## config.mk

```make
export PLATFORM = sky130hd
export DESIGN_NAME = ps2_host_chan
export DESIGN_NICKNAME = d
export VERILOG_FILES = /design/src/rtl/ps2_chan_pkg.sv /design/src/rtl/ps2_tick_gen.sv /design/src/rtl/ps2_pin_sync.sv /design/src/rtl/ps2_us_timer.sv /design/src/rtl/ps2_host_chan.sv
export SDC_FILE = /design/constraint.sdc
export NUM_CORES = 1
export LEC_CHECK = 0
export BUFFER_PORTS_ARGS = -buffer_cell sky130_fd_sc_hd__buf_2
export CAP_MARGIN = 5
export CORE_MARGIN = 2
export CORE_UTILIZATION = 50
export CTS_BUF_LIST = sky130_fd_sc_hd__clkbuf_8
export CTS_CLUSTER_SIZE = 14
export DETAILED_ROUTE_END_ITERATION = 6
export PLACE_DENSITY = 0.69
export RECOVER_POWER = 100
export SLEW_MARGIN = 40
export SYNTH_ARGS = -nofsm -noshare
export SYNTH_HDL_FRONTEND = slang
export SYNTH_SLANG_ARGS = --single-unit
```

## constraint.sdc

```tcl
create_clock -name clk -period 2.8 [get_ports clk]
set_input_delay 0 -clock clk [delete_from_list [all_inputs] [get_ports clk]]
set_output_delay 0 -clock clk [all_outputs]
set_load 0.005 [all_outputs]
```

## src/rtl/ps2_chan_pkg.sv

```systemverilog
package ps2_chan_pkg;

    typedef enum logic [2:0] {
        ST_IDLE,
        ST_RX,
        ST_INHIB,
        ST_REQ,
        ST_TXB,
        ST_HOLD
    } chan_st_e;

    localparam logic [1:0] A_DATA = 2'd0;
    localparam logic [1:0] A_CTRL = 2'd1;
    localparam logic [1:0] A_STAT = 2'd2;

    localparam int C_EN   = 0;
    localparam int C_CLKR = 1;
    localparam int C_DATR = 2;

    localparam int S_PERR = 2;
    localparam int S_STO  = 3;
    localparam int S_TO   = 4;
    localparam int S_EDGE = 5;

    localparam int NTMR  = 3;
    localparam int T_GEN = 0;
    localparam int T_BIT = 1;
    localparam int T_FRM = 2;

    function automatic logic odd_par(input logic [7:0] d);
        return ~(^d);
    endfunction

endpackage

```

## src/rtl/ps2_tick_gen.sv

```systemverilog
module ps2_tick_gen #(
    parameter int DIV = 125
) (
    input  logic clk,
    input  logic rst,
    output logic tick
);
    localparam int DW = (DIV > 2) ? $clog2(DIV) : 1;
    localparam logic [DW-1:0] LAST = DW'(DIV - 1);

    logic [DW-1:0] cnt;

    always_ff @(posedge clk) begin
        if (rst) begin
            cnt  <= '0;
            tick <= 1'b0;
        end else begin
            tick <= (cnt == LAST);
            cnt  <= (cnt == LAST) ? '0 : cnt + 1'b1;
        end
    end
endmodule

```

## src/rtl/ps2_pin_sync.sv

```systemverilog
module ps2_pin_sync #(
    parameter int N = 2
) (
    input  logic         clk,
    input  logic         rst,
    input  logic [N-1:0] pin,
    output logic [N-1:0] lvl,
    output logic         clk_fell
);
    logic [N-1:0] meta;
    logic         prev;

    for (genvar gi = 0; gi < N; gi++) begin : g_line
        always_ff @(posedge clk) begin
            if (rst) begin
                meta[gi] <= 1'b1;
                lvl[gi]  <= 1'b1;
            end else begin
                meta[gi] <= pin[gi];
                lvl[gi]  <= meta[gi];
            end
        end
    end

    always_ff @(posedge clk) begin
        if (rst) prev <= 1'b1;
        else     prev <= lvl[0];
    end

    assign clk_fell = prev & ~lvl[0];
endmodule

```

## src/rtl/ps2_us_timer.sv

```systemverilog
module ps2_us_timer #(
    parameter int W = 16
) (
    input  logic         clk,
    input  logic         rst,
    input  logic         tick,
    input  logic         clr,
    output logic [W-1:0] cnt
);
    always_ff @(posedge clk) begin
        if (rst || clr)              cnt <= '0;
        else if (tick && cnt != '1)  cnt <= cnt + 1'b1;
    end

    p_count_step_r13: assert property (@(posedge clk) disable iff (rst)
        (tick && !clr && cnt != '1) |=> cnt == $past(cnt) + W'(1));
endmodule

```

## src/rtl/ps2_host_chan.sv

```systemverilog
module ps2_host_chan
    import ps2_chan_pkg::*;
#(
    parameter int TICK_DIV   = 125,
    parameter int BIT_US     = 300,
    parameter int START_US   = 25000,
    parameter int FRAME_US   = 2000,
    parameter int HOLD_US    = 300,
    parameter int INHIBIT_US = 100
) (
    input  logic       clk,
    input  logic       rst,
    input  logic       reg_wr,
    input  logic       reg_rd,
    input  logic [1:0] reg_addr,
    input  logic [7:0] reg_wdata,
    output logic [7:0] reg_rdata,
    input  logic       ps2_clk_in,
    input  logic       ps2_dat_in,
    output logic       ps2_clk_low,
    output logic       ps2_dat_low,
    output logic       irq
);
    localparam int TW = $clog2(START_US + FRAME_US + BIT_US + HOLD_US + INHIBIT_US + 2);
    localparam logic [TW-1:0] LIM_BIT   = TW'(BIT_US);
    localparam logic [TW-1:0] LIM_START = TW'(START_US);
    localparam logic [TW-1:0] LIM_FRM   = TW'(FRAME_US);
    localparam logic [TW-1:0] LIM_HOLD  = TW'(HOLD_US);
    localparam logic [TW-1:0] LIM_INH   = TW'(INHIBIT_US);

    logic          tick, fell;
    logic [1:0]    lvl;
    logic [TW-1:0] tmr [NTMR];
    logic [NTMR-1:0] tclr;

    chan_st_e   state;
    logic [3:0] cnt;
    logic [7:0] rsh, rx_data;
    logic [9:0] txsh;
    logic       rpar, rdy, perr, start_to, to_flag, bb_edge;
    logic       f_clk_low, f_dat_low, g_clr;
    logic       en, sw_clk_rel, sw_dat_rel;

    ps2_tick_gen #(.DIV(TICK_DIV)) u_tick (.clk(clk), .rst(rst), .tick(tick));

    ps2_pin_sync #(.N(2)) u_sync (
        .clk(clk), .rst(rst), .pin({ps2_dat_in, ps2_clk_in}),
        .lvl(lvl), .clk_fell(fell));

    for (genvar gi = 0; gi < NTMR; gi++) begin : g_tmr
        ps2_us_timer #(.W(TW)) u_tmr (
            .clk(clk), .rst(rst), .tick(tick), .clr(tclr[gi]), .cnt(tmr[gi]));
    end

    // Timer supervision
    logic bit_act, frm_act, to_hit, gen_ok;
    assign bit_act = (state == ST_RX) || (state == ST_TXB);
    assign frm_act = (state == ST_RX && cnt <= 4'd8) || (state == ST_TXB && cnt <= 4'd9);
    assign gen_ok  = !g_clr;
    assign tclr[T_GEN] = g_clr;
    assign tclr[T_BIT] = fell || !bit_act;
    assign tclr[T_FRM] = !bit_act;
    assign to_hit = (bit_act && tmr[T_BIT] > LIM_BIT) ||
                    (frm_act && tmr[T_FRM] > LIM_FRM) ||
                    (state == ST_REQ && gen_ok && tmr[T_GEN] > LIM_START);

    // Register decode
    logic wr_tx, wr_ctrl, wr_stat, rd_rx, dis_block, bb_fall;
    assign wr_tx     = reg_wr && reg_addr == A_DATA && en && state == ST_IDLE;
    assign wr_ctrl   = reg_wr && reg_addr == A_CTRL;
    assign wr_stat   = reg_wr && reg_addr == A_STAT;
    assign rd_rx     = reg_rd && reg_addr == A_DATA;
    assign dis_block = to_flag || state == ST_HOLD || rdy;
    assign bb_fall   = fell && sw_clk_rel;

    always_ff @(posedge clk) begin
        if (rst) begin
            en         <= 1'b0;
            sw_clk_rel <= 1'b1;
            sw_dat_rel <= 1'b1;
        end else if (wr_ctrl) begin
            sw_clk_rel <= reg_wdata[C_CLKR];
            sw_dat_rel <= reg_wdata[C_DATR];
            en         <= reg_wdata[C_EN] || (en && dis_block);
        end
    end

    always_ff @(posedge clk) begin
        if (rst) begin
            state <= ST_IDLE;  cnt <= '0;  rsh <= '0;  rx_data <= '0;
            txsh <= '0;  rpar <= 1'b0;  rdy <= 1'b0;  perr <= 1'b0;
            start_to <= 1'b0;  to_flag <= 1'b0;  bb_edge <= 1'b0;
            f_clk_low <= 1'b0;  f_dat_low <= 1'b0;  g_clr <= 1'b0;
        end else begin
            g_clr <= 1'b0;
            if (wr_stat) begin
                if (reg_wdata[S_PERR]) perr     <= 1'b0;
                if (reg_wdata[S_STO])  start_to <= 1'b0;
                if (reg_wdata[S_TO])   to_flag  <= 1'b0;
                if (reg_wdata[S_EDGE]) bb_edge  <= 1'b0;
            end
            if (rd_rx) rdy <= 1'b0;
            if (!en && bb_fall) bb_edge <= 1'b1;

            if (!en) begin
                state <= ST_IDLE;  f_clk_low <= 1'b0;  f_dat_low <= 1'b0;
            end else if (to_hit) begin
                state     <= ST_HOLD;
                to_flag   <= 1'b1;
                start_to  <= start_to || (state == ST_REQ);
                f_clk_low <= 1'b0;
                f_dat_low <= 1'b0;
                g_clr     <= 1'b1;
            end else begin
                unique case (state)
                    ST_IDLE: begin
                        if (wr_tx) begin
                            txsh      <= {1'b1, odd_par(reg_wdata), reg_wdata};
                            f_clk_low <= 1'b1;
                            g_clr     <= 1'b1;
                            state     <= ST_INHIB;
                        end else if (fell && !lvl[1]) begin
                            cnt   <= '0;
                            state <= ST_RX;
                        end
                    end
                    ST_RX: if (fell) begin
                        if (cnt < 4'd8)       rsh  <= {lvl[1], rsh[7:1]};
                        else if (cnt == 4'd8) rpar <= lvl[1];
                        else begin
                            rx_data <= rsh;
                            rdy     <= 1'b1;
                            perr    <= ~(^{rsh, rpar});
                            state   <= ST_IDLE;
                        end
                        cnt <= cnt + 1'b1;
                    end
                    ST_INHIB: if (gen_ok && tmr[T_GEN] > LIM_INH) begin
                        f_clk_low <= 1'b0;
                        f_dat_low <= 1'b1;
                        g_clr     <= 1'b1;
                        state     <= ST_REQ;
                    end
                    ST_REQ: if (fell) begin
                        f_dat_low <= ~txsh[0];
                        cnt       <= 4'd1;
                        state     <= ST_TXB;
                    end
                    ST_TXB: if (fell) begin
                        if (cnt == 4'd10) begin
                            f_dat_low <= 1'b0;
                            state     <= ST_IDLE;
                        end else begin
                            f_dat_low <= ~txsh[cnt];
                            cnt       <= cnt + 1'b1;
                        end
                    end
                    ST_HOLD: if (gen_ok && tmr[T_GEN] > LIM_HOLD) state <= ST_IDLE;
                    default: state <= ST_IDLE;
                endcase
            end
        end
    end

    assign ps2_clk_low = en ? f_clk_low : ~sw_clk_rel;
    assign ps2_dat_low = en ? f_dat_low : ~sw_dat_rel;
    assign irq         = rdy | to_flag | bb_edge;

    always_comb begin
        unique case (reg_addr)
            A_DATA:  reg_rdata = rx_data;
            A_CTRL:  reg_rdata = {5'b0, sw_dat_rel, sw_clk_rel, en};
            A_STAT:  reg_rdata = {lvl[1], lvl[0], bb_edge, to_flag, start_to,
                                  perr, state == ST_RX, rdy};
            default: reg_rdata = 8'h00;
        endcase
    end

    p_hold_release_r9: assert property (@(posedge clk) disable iff (rst)
        state == ST_HOLD |-> !ps2_clk_low && !ps2_dat_low);
    p_rdy_keeps_en_r12: assert property (@(posedge clk) disable iff (rst)
        (en && rdy) |=> en);
    p_rdy_from_rx_r2: assert property (@(posedge clk) disable iff (rst)
        $rose(rdy) |-> $past(state) == ST_RX);
    p_edge_only_bb_r11: assert property (@(posedge clk) disable iff (rst)
        $rose(bb_edge) |-> !$past(en));
    p_start_to_from_req_r7: assert property (@(posedge clk) disable iff (rst)
        $rose(start_to) |-> $past(state) == ST_REQ);
endmodule

```

==> results.md <==
Synthesis:
- The async set-reset flop share out of synthesis is 0%.
- Of the total synthesized cell area, the portion taken by XOR and XNOR cells is 8.64%.
- The synthesized netlist devotes 26.5% of its cell area to simple gates.
- The register area share after synthesis is 39.9%.
- The average cell area after synthesis is 8.52 um2.
- By area, the combinational part of the netlist is dominated by simple AND/OR/NAND/NOR gates.
- After synthesis, the netlist uses 59 different library cells.
- The flip-flop and latch count after synthesis is 103.
- Summing the areas of all fa, ha and maj instances in the mapped netlist gives 2.90% of the synthesized area.
- In the synthesized netlist, the number of instances is 607.
- The main flop type after synthesis is sky130_fd_sc_hd__dfxtp_1.
- Summing every instance area after synthesis gives 5170 um2.
- The complex-gate fraction of the synthesized area is 12.1%.
- Counting flops with a built-in enable in the synthesized netlist gives 0.
- The multiplexer share of the synthesized area is 6.48%.
- The number of nets produced by synthesis is 635.
- The total number of yosys warnings is 0.

Critical path:
- STA classifies the critical path endpoint as a flop.
- The worst setup path is of the flop to flop kind.
- Walking the worst path, the cells encountered are clkbuf_1 -> nor3_1 -> nand2_1 -> o311a_1 -> nand4_4 -> or4_1 -> a21oi_1.
- The critical path's slowest cell is sky130_fd_sc_hd__or4_1.
- The number of logic stages on the critical path including buffering is 7.
- On the worst path, the slowest cell contributes a delay of 0.50 ns.
- In this run the register-to-register setup slack is 0.29 ns.
- The cell family contributing the most delay on the critical path is simple AND/OR/NAND/NOR gates.
- The path depth of the worst reg2reg path is 7.
- The worst setup path startpoint is state[1].
- The endpoint of the worst-slack reg-to-reg timing path is cnt[3].
- The endpoint required time on the critical path is 3.10 ns.
- At the worst endpoint, the arrival time is 2.80 ns.
- STA classifies the critical path startpoint as a flop.
- The worst setup path endpoint is cnt[3].
- The startpoint identified for the worst register-to-register timing path is state[1].
- Together, buffers and inverters on the worst path number 1.
- Of all nets on the critical path, the largest fanout is 11.

Finish:
- Leaving out fill and tap cells, the most frequent cells in the layout are 103 x sky130_fd_sc_hd__dfxtp_1, 89 x sky130_fd_sc_hd__nor2_1, 54 x sky130_fd_sc_hd__nand2_1.
- For this run, the post-layout net count is 659.
- For this run, the share of the core covered by cells in the final layout is 56.0%.
- The commonest non-fill, non-tap cell in the layout is sky130_fd_sc_hd__dfxtp_1.
- The area of all placed cells without fillers is 5700 um2.
- In the final layout, the share of cells above drive strength 1 is 7.70%.
- The antenna cell count is 0.
- From synthesis to final layout, the design area changed by 10.2%.

STA:
- The number of endpoints with negative hold slack in the final report was 0.
- The number of setup violations in the final report is 0.
- The transition time at the pin with the least slew margin is 0.857 ns.
- Setup repair after global routing left no endpoint under its margin.
- In the finished design, the share of the clock period the worst path needs comes to 89.6%.
- The largest clock skew in the final design is 0.00928 ns.
- The time the final worst path needs with I/O delays and setup is 2.51 ns.
- The maximum operating frequency is 399 MHz.
- The number of pins exceeding their max-slew limit in the final report came to 0.
- After routing, the total negative slack on setup checks comes to 0 ns.
- Measured against its own limit, the worst slew margin works out to 42.9%.
- The worst hold slack is 0.109 ns.

Placement:
- The weighted congestion reported at the end of routability-driven placement is 0.907.
- The placed wire-length estimate after detailed placement is 7850 um.
- In this run the cell area measured after placement is 5390 um2.
- The number of buffers inserted by port buffering is 26.

Run:
- The tool flagged a number of max-cap violations equal to 0.

Clock tree:
- The buffer cell driving the clock tree root is sky130_fd_sc_hd__clkbuf_8.
- Post-CTS timing repair inserted 0 buffers for setup.
- The clock passes through at most 2 buffers.
- The number of clock buffers added by TritonCTS is 9.
- The clock-pin slew of the registers on the worst-case setup and hold paths is 0.10 ns.
- The clock tree from TritonCTS is done.
- The clock tree synthesis step divided the H-tree into 3 levels.
- The source-to-sink clock delay at the later pin of the worst-skew pair is 0.37 ns.
- The clock sink count is 103.

Floorplan:
- The die height is 106 um.
- The total area inside the core boundary comes to 10200 um2.
- 27 I/O pins were placed.
- The number of cell rows is 37.
- The initial core utilization is 50.8%.
- In this run the horizontal extent of the chip is 106 um.
- The die covers 11200 um2.

GRT:
- The via count of the first global-routing pass is 4049.
- The first global-routing pass estimated 18600 um of wire.
- The global router's overall resource usage is 20.2%.
- The maximum number of pins on one net before global-route repair is 31.
- The total congestion overflow after global routing is 0.
- The initial antenna violation count is 0.

Pwr:
- The total power draw is 2.55 mW.
- The worst IR drop on VDD is 0.336 mV.
- The power per cell area is 447 nW/um2.
- Summed over all cells, the static leakage comes to 2.04 nW.

Hold path:
- The worst hold-check path type is input port to flop.

Outcome:
- The flow ran to the end, and the final reports show no timing, DRC or antenna violations.

Drt:
- The detailed-route DRC error count is 0.
- The routed layout has 4284 vias.
- In this run, the number of DRC markers left after iteration 0 of detailed routing was 331.
- The post-detailed-route via-to-cell ratio is 5.55.
- After detailed routing, the average wire length per cell comes to 14.0 um.
- The detail route stage leaves a number of antenna-violating nets equal to 0.
- The pre-antenna-repair detailed-routing pass consisted of 4 iterations.
- The routed design has 10800 um of wire.
-- synthesized netlist by cell type (4+ instances only) --
| library cell | instances | area, um2 |
|---|---|---|
| sky130_fd_sc_hd__a211oi_1 | 4 | 30.0 |
| sky130_fd_sc_hd__a21oi_1 | 36 | 180 |
| sky130_fd_sc_hd__a31oi_1 | 11 | 68.8 |
| sky130_fd_sc_hd__and2_1 | 7 | 43.8 |
| sky130_fd_sc_hd__and3_1 | 14 | 87.6 |
| sky130_fd_sc_hd__and4_1 | 10 | 87.6 |
| sky130_fd_sc_hd__clkbuf_1 | 27 | 101 |
| sky130_fd_sc_hd__dfxtp_1 | 103 | 2060 |
| sky130_fd_sc_hd__ha_1 | 12 | 150 |
| sky130_fd_sc_hd__inv_1 | 17 | 63.8 |
| sky130_fd_sc_hd__mux2i_1 | 29 | 290 |
| sky130_fd_sc_hd__nand2_1 | 54 | 203 |
| sky130_fd_sc_hd__nand2b_1 | 8 | 50.1 |
| sky130_fd_sc_hd__nand3_1 | 24 | 120 |
| sky130_fd_sc_hd__nand3b_1 | 4 | 30.0 |
| sky130_fd_sc_hd__nand4_1 | 11 | 68.8 |
| sky130_fd_sc_hd__nor2_1 | 89 | 334 |
| sky130_fd_sc_hd__nor2b_1 | 4 | 25.0 |
| sky130_fd_sc_hd__nor3_1 | 9 | 45.0 |
| sky130_fd_sc_hd__o21a_1 | 4 | 30.0 |
| sky130_fd_sc_hd__o21ai_0 | 14 | 70.1 |
| sky130_fd_sc_hd__or2_2 | 8 | 50.1 |
| sky130_fd_sc_hd__or3_1 | 7 | 43.8 |
| sky130_fd_sc_hd__or4_1 | 4 | 30.0 |
| sky130_fd_sc_hd__xnor2_1 | 25 | 219 |
| sky130_fd_sc_hd__xor2_1 | 26 | 228 |
-- per-layer routing --
metal | GRT usage (%) | wire length [um] | part of all wire, % | up-vias
met5 | 0 | 0 | 0 | -
met4 | 5.55 | 130 | 1.2 | 0
met3 | 4.64 | 350 | 3.2 | 12
met2 | 34.0 | 5130 | 47 | 70
met1 | 26.0 | 5190 | 48 | 2028
li1 | - | - | - | 2174
-- sequential cells by signal, summed over array words and instances, names as in the netlist, 2 cells and up --
signal,count
cnt,4
g_tmr.u_tmr.cnt,45
rsh,8
rx_data,8
state,3
txsh,10
u_sync.lvl,2
u_sync.meta,2
u_tick.cnt,7
-- power breakdown --
part | internal (mW) | switching, mW
clock network | 0.443 | 0.509
registers | 1.47 | 0.00826
logic | 0.0536 | 0.0621
total | 1.97 | 0.580
-- worst reg2reg max path: stages, from the launching register on --
cell,delay (ns)
sky130_fd_sc_hd__dfxtp_1,0.42
sky130_fd_sc_hd__clkbuf_1,0.39
sky130_fd_sc_hd__nor3_1,0.17
sky130_fd_sc_hd__nand2_1,0.34
sky130_fd_sc_hd__o311a_1,0.32
sky130_fd_sc_hd__nand4_4,0.15
sky130_fd_sc_hd__or4_1,0.50
sky130_fd_sc_hd__a21oi_1,0.16
-- through the flow --
| stage | std cells | setup WS [ns] |
|---|---|---|
| final | 772 | 0.292 |
| after global routing | 772 | 0.0806 |
| after CTS | 772 | 0.305 |
| after detailed placement | 743 | 0.324 |
| after global placement | 743 | 0.337 |
| after floorplan | 607 | 0.548 |
-- kinds of logic after synthesis --
| kind of cell | Yosys count |
|---|---|
| AND/OR/NAND/NOR | 268 |
| XOR/XNOR | 51 |
| AO/OA/AOI/OAI | 95 |
| buffers and inverters | 47 |
| adder cells (fa/ha/maj) | 12 |
| flip-flops | 103 |
| multiplexers | 31 |
-- final cells by class --
class	instances	area, um2
fillers	961	4480
well taps	136	170
clock buffers	10	138
multi-input cells	457	2930
clock inverters	6	67.6
repair buffers	43	272
flip-flops and latches	103	2060
inverters	17	63.8
-- repair_timing --
item | CTS | global route
resized for setup | 0 | 0
hold endpoints to repair | 25 | 0
hold buffers | 13 | 0
-- worst min path at each step --
| stage | endpoint | cells after the start | startpoint |
|---|---|---|---|
| CTS | rdy | 5 | reg_addr[0] |
| floorplan | u_sync.meta[0] | 1 | ps2_clk_in |
| finish | rdy | 5 | reg_addr[0] |
| global route | rdy | 5 | reg_addr[0] |
| detailed placement | u_sync.meta[0] | 2 | ps2_clk_in |
| global placement | u_sync.meta[1] | 2 | ps2_dat_in |
No activity file was read; power rests on OpenSTA's default activity.
